`src/rtl/txst_pkg.sv`:
```
package txst_pkg;
    localparam int EP_W = 4;

    typedef struct packed {
        logic [EP_W-1:0] endp;
        logic            tx;
        logic            odd;
    } txst_entry_t;

    localparam int ENTRY_W = $bits(txst_entry_t);

    typedef enum logic [1:0] {
        OCC_EMPTY = 2'd0,
        OCC_PART  = 2'd1,
        OCC_FULL  = 2'd2
    } occ_state_t;
endpackage

```
`src/rtl/txst_ctrl.sv`:
```
module txst_ctrl #(
    parameter int DEPTH = 4
) (
    input  logic                                       clk,
    input  logic                                       rst_n,
    input  logic                                       push_req,
    input  logic                                       pop_req,
    output logic                                       wr_en,
    output logic [((DEPTH > 1) ? $clog2(DEPTH) : 1)-1:0] wr_ptr,
    output logic [((DEPTH > 1) ? $clog2(DEPTH) : 1)-1:0] rd_ptr,
    output logic                                       not_empty,
    output logic                                       ovf
);
    import txst_pkg::*;

    localparam int PW = (DEPTH > 1) ? $clog2(DEPTH) : 1;
    localparam int CW = $clog2(DEPTH + 1);
    localparam logic [CW-1:0] CNT_TOP  = CW'(DEPTH - 1);
    localparam logic [CW-1:0] CNT_ONE  = CW'(1);
    localparam logic [PW-1:0] PTR_LAST = PW'(DEPTH - 1);

    occ_state_t    state_q, state_d;
    logic [CW-1:0] count_q, count_d;
    logic [PW-1:0] wp_q, rp_q;
    logic          ovf_q;
    logic          pop_ok, push_ok, drop;

    function automatic logic [PW-1:0] ptr_step(input logic [PW-1:0] p);
        return (p == PTR_LAST) ? '0 : p + PW'(1);
    endfunction

    // Acceptance decisions
    always_comb begin
        pop_ok  = pop_req && (state_q != OCC_EMPTY);
        push_ok = push_req && ((state_q != OCC_FULL) || pop_ok);
        drop    = push_req && !push_ok;
    end

    // Next-state logic: T_FILL, T_TOP, T_DRAIN, T_FREE
    always_comb begin
        state_d = state_q;
        count_d = count_q;
        if (push_ok && !pop_ok) count_d = count_q + CW'(1);
        if (pop_ok && !push_ok) count_d = count_q - CW'(1);
        unique case (state_q)
            OCC_EMPTY: begin
                if (push_ok) state_d = OCC_PART;                              // T_FILL
            end
            OCC_PART: begin
                if (push_ok && !pop_ok && count_q == CNT_TOP) state_d = OCC_FULL;   // T_TOP
                else if (pop_ok && !push_ok && count_q == CNT_ONE) state_d = OCC_EMPTY; // T_DRAIN
            end
            OCC_FULL: begin
                if (pop_ok && !push_ok) state_d = OCC_PART;                   // T_FREE
            end
            default: state_d = OCC_EMPTY;
        endcase
    end

    // State register
    always_ff @(posedge clk) begin
        if (!rst_n) begin
            state_q <= OCC_EMPTY;
            count_q <= '0;
            wp_q    <= '0;
            rp_q    <= '0;
            ovf_q   <= 1'b0;
        end else begin
            state_q <= state_d;
            count_q <= count_d;
            if (push_ok) wp_q <= ptr_step(wp_q);
            if (pop_ok)  rp_q <= ptr_step(rp_q);
            if (drop)    ovf_q <= 1'b1;
        end
    end

    // Outputs
    always_comb begin
        wr_en     = push_ok;
        wr_ptr    = wp_q;
        rd_ptr    = rp_q;
        not_empty = (state_q != OCC_EMPTY);
        ovf       = ovf_q;
    end
endmodule

```
`src/rtl/txst_store.sv`:
```
module txst_store #(
    parameter int DEPTH = 4,
    parameter int PW    = 2
) (
    input  logic                  clk,
    input  logic                  rst_n,
    input  logic                  wr_en,
    input  logic [PW-1:0]         wr_ptr,
    input  txst_pkg::txst_entry_t wr_data,
    input  logic [PW-1:0]         rd_ptr,
    output txst_pkg::txst_entry_t rd_data
);
    import txst_pkg::*;

    txst_entry_t slot_q [DEPTH];

    for (genvar g = 0; g < DEPTH; g++) begin : g_slot
        always_ff @(posedge clk) begin
            if (!rst_n)                                 slot_q[g] <= '0;
            else if (wr_en && (wr_ptr == PW'(g)))       slot_q[g] <= wr_data;
        end
    end

    always_comb begin
        rd_data = '0;
        for (int i = 0; i < DEPTH; i++) begin
            if (rd_ptr == PW'(i)) rd_data = slot_q[i];
        end
    end
endmodule

```
`src/rtl/txst_fmt.sv`:
```
module txst_fmt #(
    parameter int REG_W = 32
) (
    input  logic                  valid,
    input  txst_pkg::txst_entry_t head,
    output logic [REG_W-1:0]      word
);
    import txst_pkg::*;

    localparam int ODD_BIT = 2;
    localparam int TX_BIT  = 3;
    localparam int EP_LSB  = 4;

    always_comb begin
        word = '0;
        if (valid) begin
            word[ODD_BIT]                 = head.odd;
            word[TX_BIT]                  = head.tx;
            word[EP_LSB +: EP_W]          = head.endp;
        end
    end
endmodule

```
`src/rtl/txn_status_fifo.sv`:
```
module txn_status_fifo #(
    parameter int DEPTH = 4,
    parameter int REG_W = 32
) (
    input  logic             clk,
    input  logic             rst_n,
    input  logic             done_valid,
    input  logic [3:0]       done_endp,
    input  logic             done_tx,
    input  logic             done_odd,
    input  logic             flag_clr,
    output logic [REG_W-1:0] status_rd,
    output logic             xfer_flag,
    output logic             ovf_sticky
);
    import txst_pkg::*;

    localparam int PW = (DEPTH > 1) ? $clog2(DEPTH) : 1;

    logic          wr_en, not_empty;
    logic [PW-1:0] wr_ptr, rd_ptr;
    txst_entry_t   in_entry, head;

    always_comb begin
        in_entry.endp = done_endp;
        in_entry.tx   = done_tx;
        in_entry.odd  = done_odd;
    end

    txst_ctrl #(.DEPTH(DEPTH)) ctrl_i (
        .clk(clk), .rst_n(rst_n),
        .push_req(done_valid), .pop_req(flag_clr),
        .wr_en(wr_en), .wr_ptr(wr_ptr), .rd_ptr(rd_ptr),
        .not_empty(not_empty), .ovf(ovf_sticky)
    );

    txst_store #(.DEPTH(DEPTH), .PW(PW)) store_i (
        .clk(clk), .rst_n(rst_n),
        .wr_en(wr_en), .wr_ptr(wr_ptr), .wr_data(in_entry),
        .rd_ptr(rd_ptr), .rd_data(head)
    );

    txst_fmt #(.REG_W(REG_W)) fmt_i (
        .valid(not_empty), .head(head), .word(status_rd)
    );

    assign xfer_flag = not_empty;
endmodule

```
`config.mk`:
```
export PLATFORM = sky130hd
export DESIGN_NAME = txn_status_fifo
export DESIGN_NICKNAME = d
export VERILOG_FILES = /design/src/rtl/txst_pkg.sv /design/src/rtl/txst_ctrl.sv /design/src/rtl/txst_store.sv /design/src/rtl/txst_fmt.sv /design/src/rtl/txn_status_fifo.sv
export SDC_FILE = /design/constraint.sdc
export NUM_CORES = 1
export LEC_CHECK = 0
export BUFFER_PORTS_ARGS = -buffer_cell sky130_fd_sc_hd__buf_2
export CORE_MARGIN = 4
export CORE_UTILIZATION = 45
export CTS_CLUSTER_SIZE = 20
export DETAILED_ROUTE_END_ITERATION = 7
export HOLD_SLACK_MARGIN = 0.05
export PLACE_DENSITY = 0.68
export SYNTH_ARGS = -nofsm -noshare
export SYNTH_HDL_FRONTEND = slang
export SYNTH_SLANG_ARGS = --single-unit
```
`constraint.sdc`:
```
create_clock -name clk -period 4.3 [get_ports clk]
set_clock_uncertainty 0.15 [all_clocks]
set_input_delay 1.29 -clock clk [delete_from_list [all_inputs] [get_ports clk]]
set_output_delay 1.29 -clock clk [all_outputs]
set_load 0.01 [all_outputs]
```
# Yosys cells after proc, flatten, opt, wreduce, memory -nomap -nowiden
# Memory sizes are Yosys's and may differ from the RTL's.
# Index checks and enable logic that the tools add are counted.
word_totals:
  in_bits: 10
  memories: 1
  reg_bits: 10
  ramBits: 24
  output_inout_bits: 34
classes:
  mux: 31
  reduce_logical: 20
  n_eq_ne: 14
  n_bitwise: 4
  add_sub_neg: 4
mem_list:
  columns: ["memory", "words", "word_bits", "read_ports", "rd_ports_with_merged_regs", "wr", "line", "source"]
  rows:
  - ["store_i.slot_q", 4, 6, 4, 0, 4, "txst_store.sv:15", "txst_entry_t slot_q [DEPTH];"]
ops:
  columns: ["cell", "count"]
  rows:
  - ["6-bit two-way mux", 9]
  - ["1-bit two-way mux", 13]
  - ["2-bit two-way mux", 6]
  - ["1-bit logical AND", 11]
  - ["2-bit equality test (second input constant)", 5]
  - ["2-bit by 1-bit equality test with 1-bit output (second input constant)", 3]
  - ["2-bit logical NOT", 3]
  - ["3-bit two-way mux", 2]
  - ["2-bit one-hot mux with 3 select lines", 1]
  - ["2-bit by 1-bit adder with 2-bit output (second input constant)", 2]
  - ["2-bit by 1-bit != test with 1-bit output (second input constant)", 2]
  - ["1-bit bitwise OR", 4]
  - ["2-bit nonzero test", 2]
  - ["3-bit by 1-bit adder with 3-bit output (second input constant)", 1]
  - ["3-bit by 1-bit equality test with 1-bit output (second input constant)", 1]
  - ["3-bit by 2-bit equality test with 1-bit output (second input constant)", 1]
  - ["3-bit by 1-bit != test with 1-bit output (second input constant)", 1]
  - ["3-bit AND reduction", 1]
  - ["3-bit by 1-bit subtractor with 3-bit output (second input constant)", 1]
  - ["1-bit logical NOT", 2]
  - ["2-bit != test (second input constant)", 1]
  - ["1-bit logical OR", 1]

# Logic depth before layout (Yosys ltp)
# Gate-level depths: netlist (run 1).
depth:
  depth_word: 10
  mapped_depth: 7

# By module
# From an unflattened synthesis (run 1), not the netlist that was laid out.
unflattened:
  hier_cells: 168
  area_unflattened_um2: 1938.1
modules_own_cells:
  columns: ["module", "cells_each", "instances", "area_per_inst_um2"]
  rows:
  - ["txst_store", 66, 1, 1092.3]
  - ["txst_ctrl", 69, 1, 609.3]
  - ["txst_fmt", 33, 1, 236.5]

# Worst setup path after synthesis (run 1)
# OpenSTA, ideal clock, no wires.
synth_path:
  kind: "flip-flop to output port"
  start: "register ctrl_i.rp_q[1] (netlist: ctrl_i.rd_ptr[1])"
  end: "output status_rd[3]"
  t_required_ns: 2.860
  path_stages_with_launch: 6
  path_buffers: 0
  arrival_time_ns: 1.392
  slack_ns: 1.468
  path_cell_list: "dfxtp_1 -> inv_1 -> ha_1 -> nor2b_1 -> a221oi_1 -> o31ai_1"
synth_via:
  elab_chain_len: 6
synth_lines:
  columns: ["item", "line", "source"]
  rows:
  - ["start, declared", "txst_ctrl.sv:24", "logic [PW-1:0] wp_q, rp_q;"]
  - ["start signal, assigned", "txst_ctrl.sv:72", "if (pop_ok) rp_q <= ptr_step(rp_q);"]
  - ["2-bit logical NOT", "txst_store.sv:27", "if (rd_ptr == PW'(i)) rd_data = slot_q[i];"]
  - ["6-bit two-way mux (3 in series)", "txst_store.sv:27", null]
  - ["6-bit two-way mux *", "txst_store.sv:27", null]
  - ["6-bit two-way mux *", "txst_fmt.sv:16", "if (valid) begin"]
  - ["end, declared", "txn_status_fifo.sv:12", "output logic [REG_W-1:0] status_rd,"]
# Every way passes the cells marked *; elsewhere a longest branch is shown, timed or not.

# Final worst setup path (run 1)
layout_path:
  start: "register ctrl_i.rp_q[1] (netlist: ctrl_i.rd_ptr[1])"
  end: "output status_rd[5]"
# The elaborated chain is that of the path after synthesis.

==> results of run 1 <==
==> sequential cells by signal, indices dropped and copies added (netlist names) <==
name	flops
ctrl_i.ovf	1
ctrl_i.state_q	2
ctrl_i.count_q	3
ctrl_i.rd_ptr	2
store_i.slot_q	24
ctrl_i.wr_ptr	2
==> cell type report <==
class / instances / area (sq um)
Clock buffer: 5 / 68.8
Tap cell: 52 / 65.1
Inverter: 14 / 52.6
Multi-Input combinational cell: 140 / 951
Fill cell: 408 / 2260
Clock inverter: 3 / 40.0
Timing Repair Buffer: 17 / 85.1
Sequential cell: 34 / 921
==> Yosys cell counts, drive strengths merged, types with 3 or more instances <==
master,instances,area (sq um)
dfxtp,10,200
inv,14,52.6
and3,25,156
edfxtp,24,721
nand3,7,35.0
a221oi,5,43.8
ha,12,150
nor2,3,13.8
o31ai,5,37.5
o21ai,11,58.8
nand2,6,25.0
a21boi,6,45.0
buf,32,259
nor2b,9,63.8
clkbuf,3,21.3
==> logic make-up after synthesis <==
group	after synthesis	synth area share
simple gates	58	0.174
buf+inv	49	0.158
compound gates	39	0.136
flops	34	0.436
fa+ha+maj	12	0.0711
mux	3	0.0148
xor+xnor	2	0.00830
other cells	1	0.00178
==> metal layers <==
metal	part of all wire	up-vias	wire [microns]	global-route usage
met5	0	-	0	0
met4	0.021	0	78	0.0598
met3	0.055	8	208	0.0343
met2	0.44	45	1670	0.196
met1	0.48	611	1800	0.180
li1	-	682	-	-
==> critical path, delay by kind of cell, from the launching register on <==
kind	cells	cell delay, ns
AND/OR/NAND/NOR	1	0.32
AO/OA/AOI/OAI	2	0.41
flip-flops	1	0.38
adder cells (fa/ha/maj)	1	0.27
buffers and inverters	2	0.26
==> per-stage QoR <==
step	area (sq um)	total power, W	utilization	setup WS, ns	std cells
after global routing	2180	0.000808	0.491	0.703	265
after CTS	2180	0.000776	0.491	0.951	265
final	2180	0.000769	0.491	0.929	265
after floorplan	2200	0.000489	-	1.47	223
after detailed placement	2070	0.000495	0.467	1.27	257
after global placement	2070	0.000493	0.467	1.34	257
==> power breakdown <==
| group | switching, W | internal [W] |
|---|---|---|
| Clock | 0.000110 | 0.000170 |
| Combinational | 0.0000660 | 0.0000380 |
| Sequential | 0.0000130 | 0.000371 |
| Total | 0.000189 | 0.000580 |
==> worst paths after layout <==
check	endpoint	slack, ns	cells after the start
worst max-delay path	status_rd[5]	0.93	6
worst min-delay path	ctrl_i.ovf	0.32	1
worst max register to register	store_i.slot_q[0][2]	2.16	3
worst min register to register	ctrl_i.ovf	0.32	1
==> results.yml, run 1 <==
layout:
  layout-drive-gt1-share: 0.169
  antennaDiodeCount: 0
  final_common_cell: "conb_1"
  syn_to_final_growth_pct: 3.44
  nets: 234
  final_cell_mix: "26 x conb_1, 25 x and3_1, 24 x edfxtp_1"
clock_network:
  clkSinkCount: 34
  cts_root_buf: "clkbuf_8"
  numCtsBuffers: 5
  cts_resized: 0
  hold_buffers: 0
  clk_pin_slew_worst_paths_ns: 0.06
  post_cts.repair.setup_buffers: 0
  htree_levels: 2
  clk_latency_ns: 0.28
  cts_tree: "yes"
  cts_max_path_buffers: 2
sta:
  hold_ws_ns: 0.319
  max_slew_margin: 0.366
  rsz0062_at_grt: "no"
  finalSetupViolations: 0
  fmax_mhz: 297
  max_slew.worst_pin.slew_ns: 0.941
  drv_slew: 0
  final.setup.tns_ns: 0
  fin_crit_sh: 0.784
  finalHoldViolCount: 0
  fin_crit_ns: 3.37
worst_setup_path:
  crit_start: "ctrl_i.rd_ptr[1]"
  critPathArrivalTime_ns: 1.93
  crit_path_top_delay_cell: "dfxtp_1"
  end_kind: "output pin"
  path_max_fanout: 8
  critical_path.cell_chain: "inv_1, ha_1, nor2b_1, a221oi_1, o31ai_1, buf_2"
  critPathMaxStageDelay_ns: 0.38
  r2r-start: "ctrl_i.state_q[0]"
  startpoint_type: "flop"
  crit_type: "reg -> out"
  worstPathRequired_ns: 2.86
floorplanning:
  die_h_microns: 76.5
  die_w_microns: 76.5
  core_area_sq_mm: 0.00444
  rows: 24
  initial_core_util: 0.475
  design.die.area_sq_mm: 0.00585
  num_io_pins: 44
placed_design:
  gp_congestion: 0.790
  portBuffers: 17
  dp_hpwl_microns: 2850
logic_synthesis:
  ys_seq_area_frac: 0.436
  ys_async_sr_fraction: 0
  synth_cell_types: 43
  synthesis.instances: 198
  syn_area_sq_mm: 0.00211
  ys_warn_count: 0
  synth-edff-count: 24
  synth.avg_cell_area_sq_um: 10.7
  ys.flop_type: "edfxtp_1"
  postSynthRegisterBits: 34
detailed_routing:
  drt-total-wl_microns: 3750
  drcViolationCount: 0
  first_pass_iters: 4
  drt_iter0_drc: 43
  postRouteAntennaNets: 0
  routed_via_density: 5.08
  wire_per_inst_microns: 14.2
  route.vias.total: 1346
global_route:
  grt_pass1_vias: 1236
  grt_max_degree: 25
  overflow: 0
  grt_util_all_layers: 0.132
  grt_pass1_wl_microns: 6210
  antenna_found_initial: 0
job:
  maxCapViolations: 0
run_status:
  status: "completed"
power_and_ir_drop:
  irDropWorstVdd_uv: 167
  leakage_nw: 0.997
  powerDensity_mw_per_mm2: 352
hold_path:
  hp-class: "reg -> reg"
  min_from: "ctrl_i.ovf"
Power figures use the tool's default switching activity.
==> inputs of run 2 (changes only) <==
--- a/config.mk
+++ b/config.mk
@@ -5,6 +5,7 @@
 export SDC_FILE = /design/constraint.sdc
 export NUM_CORES = 1
 export LEC_CHECK = 0
+export ABC_AREA = 1
 export BUFFER_PORTS_ARGS = -buffer_cell sky130_fd_sc_hd__buf_2
 export CORE_MARGIN = 4
 export CORE_UTILIZATION = 45
==> constraint.sdc (replaced) <==
create_clock -name clk -period 3.2 [get_ports clk]
set_clock_uncertainty 0.15 [all_clocks]
set_input_delay 0.96 -clock clk [delete_from_list [all_inputs] [get_ports clk]]
set_output_delay 0.96 -clock clk [all_outputs]
set_load 0.01 [all_outputs]
==> results.yml, run 2 <==
run_status:
  status: "completed"
placed_design:
  post_dp_cell_area_sq_mm: 0.00201
  dp_hpwl_microns: 2860
  gp_congestion: 0.865
  dp_slack_ns: 0.590
  portBuffers: 17
floorplanning:
  die_h_microns: 74.3
  die_w_microns: 74.3
  rows: 23
  initial_core_util: 0.480
  num_io_pins: 44
  design.die.area_sq_mm: 0.00552
  core_area_sq_mm: 0.00412
layout:
  fin_area_sq_mm: 0.00210
  largest_register_ffs: 24
  nets: 257
  top_register: "store_i.slot_q"
  layout-drive-gt1-share: 0.178
  final_common_cell: "nor2_1"
  reg_top3: "store_i.slot_q: 24 flops, ctrl_i.count_q: 3 flops"
  syn_to_final_growth_pct: 6.20
  antennaDiodeCount: 0
  final_cell_mix: "38 x nor2_1, 26 x conb_1, 24 x a21oi_1, 24 x edfxtp_1, 18 x inv_1"
logic_synthesis:
  synthesis.instances: 214
  ys_seq_area_frac: 0.466
  synthTopCellsByCount: "38 x nor2_1, 26 x buf_4, 24 x a21oi_1, 24 x edfxtp_1, 18 x inv_1"
  ys_async_sr_fraction: 0
  postSynthRegisterBits: 34
  synth_cell_types: 29
  synth_top_area_cell: "edfxtp_1"
  synth-edff-count: 24
  ys.flop_type: "edfxtp_1"
  syn_area_sq_mm: 0.00198
  yosysMostFrequentCell: "nor2_1"
  synthTopCellsByArea: "edfxtp_1 36%, dfxtp_1 10%, buf_4 9.9%"
  ys_warn_count: 0
  yosysTopAreaCellShare: 0.365
  synth.avg_cell_area_sq_um: 9.24
power_and_ir_drop:
  clockPowerShare: 0.312
  irDropWorstVdd_uv: 264
  powerDensity_mw_per_mm2: 463
  finalPower_w: 0.000973
  p_int_w: 0.000701
  switching_power_w: 0.000272
  p_sw_frac: 0.279
  p_comb_frac: 0.157
  seqPwrFrac: 0.531
  leakage_nw: 0.921
detailed_routing:
  routed_via_density: 4.78
  first_pass_iters: 4
  drt_iter0_drc: 39
  postRouteAntennaNets: 0
  drt-total-wl_microns: 3610
  route.vias.total: 1366
  wire_per_inst_microns: 12.6
  drcViolationCount: 0
worst_setup_path:
  path_max_fanout: 7
  path_delay_family: "simple AND/OR/NAND/NOR gates"
  critPathBufInv: 3
  worstRegToRegCells: 7
  crit_path_top_delay_cell: "dfxtp_1"
  end_kind: "output pin"
  r2r-end: "store_i.slot_q[2][3]"
  crit_type: "reg -> out"
  critical_path.cell_chain: "inv_1, ha_1, inv_2, nor2_1, or3_1, a21oi_1, buf_2"
  worstPathRequired_ns: 2.09
  rrSetupSlack_ns: 1.63
  critPathArrivalTime_ns: 1.81
  critPathMaxStageDelay_ns: 0.36
  startpoint_type: "flop"
  r2r-start: "ctrl_i.state_q[1]"
global_route:
  grt_pass1_vias: 1223
  overflow: 0
  grt_util_all_layers: 0.147
  grt_max_degree: 14
  antenna_found_initial: 0
  grt_pass1_wl_microns: 5890
sta:
  finalHoldViolCount: 0
  postLayoutSetupSlackWorst_ns: 0.285
  fmax_mhz: 343
  fin_crit_ns: 2.92
  rsz0062_at_grt: "no"
  finalSetupViolations: 0
  fin_crit_sh: 0.911
  final.setup.tns_ns: 0
  drv_slew: 0
clock_network:
  clkSinkCount: 34
  post_cts.repair.setup_buffers: 0
  clk_latency_ns: 0.29
  clk_pin_slew_worst_paths_ns: 0.07
  htree_levels: 2
  numCtsBuffers: 5
  cts_tree: "yes"
  cts_resized: 0
  cts_max_path_buffers: 2
  cts_root_buf: "clkbuf_8"
  hold_buffers: 0
job:
  maxCapViolations: 0
hold_path:
  min_from: "ctrl_i.ovf"
  hold_end: "ctrl_i.ovf"
  worstHoldPathCells: 2
  hp-class: "reg -> reg"
==> run 2: changes by cell type after synthesis, sizes merged, moves of 3 or more <==
| cell | delta |
|---|---|
| nor2 | +36 |
| a21oi | +23 |
| or3 | +4 |
| o31ai | -5 |
| a21boi | -6 |
| nand2 | +12 |
| buf | -5 |
| a221oi | -5 |
| inv | +8 |
| and3 | -25 |
| nand3 | +3 |
| nor2b | -9 |
==> run 2: how the worst max path moves through the flow <==
stage	from	to	cells after the start
global route	ctrl_i.rd_ptr[1]	status_rd[5]	7
finish	ctrl_i.rd_ptr[1]	status_rd[6]	7
detailed placement	ctrl_i.rd_ptr[1]	status_rd[6]	7
floorplan	ctrl_i.rd_ptr[0]	status_rd[2]	5
CTS	ctrl_i.rd_ptr[1]	status_rd[6]	7
global placement	ctrl_i.rd_ptr[1]	status_rd[7]	7
==> run 2: per-layer routing <==
layer / track usage / share of wire
met1: 0.204 / 0.48
met2: 0.205 / 0.42
met3: 0.0392 / 0.080
met4: 0.0870 / 0.019
met5: 0 / 0
==> run 2: worst min-delay path: stages (launching register included) <==
cell and delay (ns):
dfxtp_1 0.32, a31oi_1 0.04, nor2_1 0.07
==> run 2: cells by family (layout without fill, tap and decap cells) <==
group / count (synthesis) / in the layout / share of synthesized area
compound gates: 39 / 39 / 0.106
xor+xnor: 2 / 2 / 0.00886
fa+ha+maj: 12 / 12 / 0.0759
buf+inv: 50 / 47 / 0.146
flops: 34 / 34 / 0.466
other cells: 1 / 26 / 0.00190
simple gates: 76 / 76 / 0.196
==> run 2: stage by stage <==
stage	std cells	utilization	hold WS (ns)
CTS	286	0.510	0.324
finish	286	0.510	0.315
detailed placement	278	0.490	0.308
floorplan	239	-	0.332
global placement	278	0.490	0.299
global route	286	0.510	0.382
==> run 2: area by class of cell <==
class	instances	area [sq um]
clock buffer	5	68.8
tap	50	62.6
timing repair buffer	17	85.1
sequential	34	921
multi-input combinational	155	861
inverter	22	85.1
fill	403	2020
clock inverter	3	16.3
==> run 2: power groups by stage <==
stage | Combinational (W) | Clock, W | Sequential [W]
2_1_floorplan | 0.000140 | 0 | 0.000520
3_3_place_gp | 0.000151 | 0 | 0.000526
3_5_place_dp | 0.000152 | 0 | 0.000526
4_1_cts | 0.000153 | 0.000310 | 0.000516
5_1_grt | 0.000175 | 0.000335 | 0.000519
6_report | 0.000153 | 0.000304 | 0.000516
==> inputs of run 3 (changes only) <==
==> constraint.sdc (replaced) <==
create_clock -name clk -period 3.2 [get_ports clk]
set_clock_uncertainty 0.15 [all_clocks]
set_input_delay 0.48 -clock clk [delete_from_list [all_inputs] [get_ports clk]]
set_output_delay 0.48 -clock clk [all_outputs]
set_load 0.01 [all_outputs]
==> results.yml, run 3 (synthesis results as in run 2) <==
detailed_routing:
  first_pass_iters: 4
  drt_iter0_drc: 50
  postRouteAntennaNets: 0
  routed_via_density: 4.79
  drcViolationCount: 0
  wire_per_inst_microns: 12.4
  drt-total-wl_microns: 3550
  route.vias.total: 1370
sta:
  final.setup.tns_ns: 0
  rsz0062_at_grt: "no"
  finalHoldViolCount: 0
  hold_ws_ns: 0.311
  finalSetupViolations: 0
  drv_slew: 0
  fin_crit_sh: 0.752
  fin_crit_ns: 2.41
  fmax_mhz: 416
clock_network:
  clk_pin_slew_worst_paths_ns: 0.06
  cts_max_path_buffers: 2
  htree_levels: 2
  cts_tree: "yes"
  cts_resized: 0
  cts_root_buf: "clkbuf_8"
  clk_latency_ns: 0.27
  numCtsBuffers: 5
  hold_buffers: 0
  clkSinkCount: 34
  post_cts.repair.setup_buffers: 0
layout:
  layout-drive-gt1-share: 0.169
  top_register: "store_i.slot_q"
  antennaDiodeCount: 0
  syn_to_final_growth_pct: 5.95
  largest_register_ffs: 24
  reg_top3: "store_i.slot_q: 24 flops, ctrl_i.count_q: 3 flops"
  multi_input_area_sq_um: 861
  final_cell_mix: "38 x nor2_1, 26 x conb_1, 24 x a21oi_1, 24 x edfxtp_1, 18 x inv_1"
  nets: 257
  seq_area_sq_um: 921
  final_common_cell: "nor2_1"
  nFillCells: 397
hold_path:
  hp-class: "reg -> reg"
floorplanning:
  rows: 23
  die_h_microns: 74.3
  design.die.area_sq_mm: 0.00552
  core_area_sq_mm: 0.00412
  num_io_pins: 44
  initial_core_util: 0.480
  die_w_microns: 74.3
placed_design:
  portBuffers: 17
  gp_congestion: 0.865
  dp_hpwl_microns: 2830
run_status:
  status: "completed"
power_and_ir_drop:
  leakage_nw: 0.920
  powerDensity_mw_per_mm2: 455
  irDropWorstVdd_uv: 225
worst_setup_path:
  critPathArrivalTime_ns: 1.78
  path_delay_family: "simple AND/OR/NAND/NOR gates"
  startpoint_type: "flop"
  critPathMaxStageDelay_ns: 0.36
  crit_path_top_delay_cell: "dfxtp_1"
  path_max_fanout: 7
  critPathBufInv: 3
  worstPathRequired_ns: 2.57
  critical_path.cell_chain: "inv_1, ha_1, inv_2, nor2_1, or3_1, a21oi_1, buf_2"
  end_kind: "output pin"
  crit_type: "reg -> out"
global_route:
  grt_pass1_vias: 1257
  grtUsageMet1: 0.203
  grtUsageMet3: 0.0351
  overflow: 0
  grt_max_degree: 14
  grt_pass1_wl_microns: 6020
  grt_util_all_layers: 0.145
  grt-busiest-layer: "met2"
  antenna_found_initial: 0
  grtUsageMet2: 0.217
job:
  maxCapViolations: 0
[run 3: cell count changes in the layout (fill, tap and decap cells not counted)]
cell and change:
clkinv_1 +2, clkinv_2 -1, clkinvlp_4 -1
[run 3: final timing paths]
check,slack [ns],start,cells after the start,endpoint
worst max-delay path,0.79,ctrl_i.rd_ptr[1],7,status_rd[6]
worst min-delay path,0.31,ctrl_i.ovf,2,ctrl_i.ovf
worst max register to register,1.64,ctrl_i.state_q[1],7,store_i.slot_q[2][3]
worst min register to register,0.31,ctrl_i.ovf,2,ctrl_i.ovf
[run 3: layer usage]
layer,vias up,wire length (microns)
li1,703,-
met1,619,1710
met2,41,1530
met3,7,257
met4,0,51
met5,-,0
[run 3: report_power, final]
group          switching (W)  total, W  leakage (nW)  internal [W]
sequential         0.0000160  0.000517         0.334      0.000501
combinational       0.000101  0.000153         0.546     0.0000523
clock               0.000137  0.000282        0.0407      0.000145
[run 3: worst min-delay path, cell delays in order, from the launching register on]
cell	delay (ns)
dfxtp_1	0.32
a31oi_1	0.04
nor2_1	0.06
[run 3: area by class of cell]
cell class,instances,share of cell area
multi-input cells,155,0.411
repair buffers,17,0.0406
well taps,50,0.0299
clock buffers,5,0.0329
clock inverters,3,0.00538
flip-flops and latches,34,0.440
inverters,22,0.0406
[run 3: metrics by stage]
stage / instances / util / power, W / setup WS, ns / area, sq um
after floorplan: 239 / - / 0.000660 / 1.19 / 2070
after global placement: 278 / 0.490 / 0.000676 / 1.10 / 2010
after detailed placement: 278 / 0.490 / 0.000679 / 1.09 / 2010
after CTS: 286 / 0.509 / 0.000962 / 0.783 / 2090
after global routing: 286 / 0.509 / 0.00102 / 0.626 / 2090
final: 286 / 0.509 / 0.000952 / 0.795 / 2090
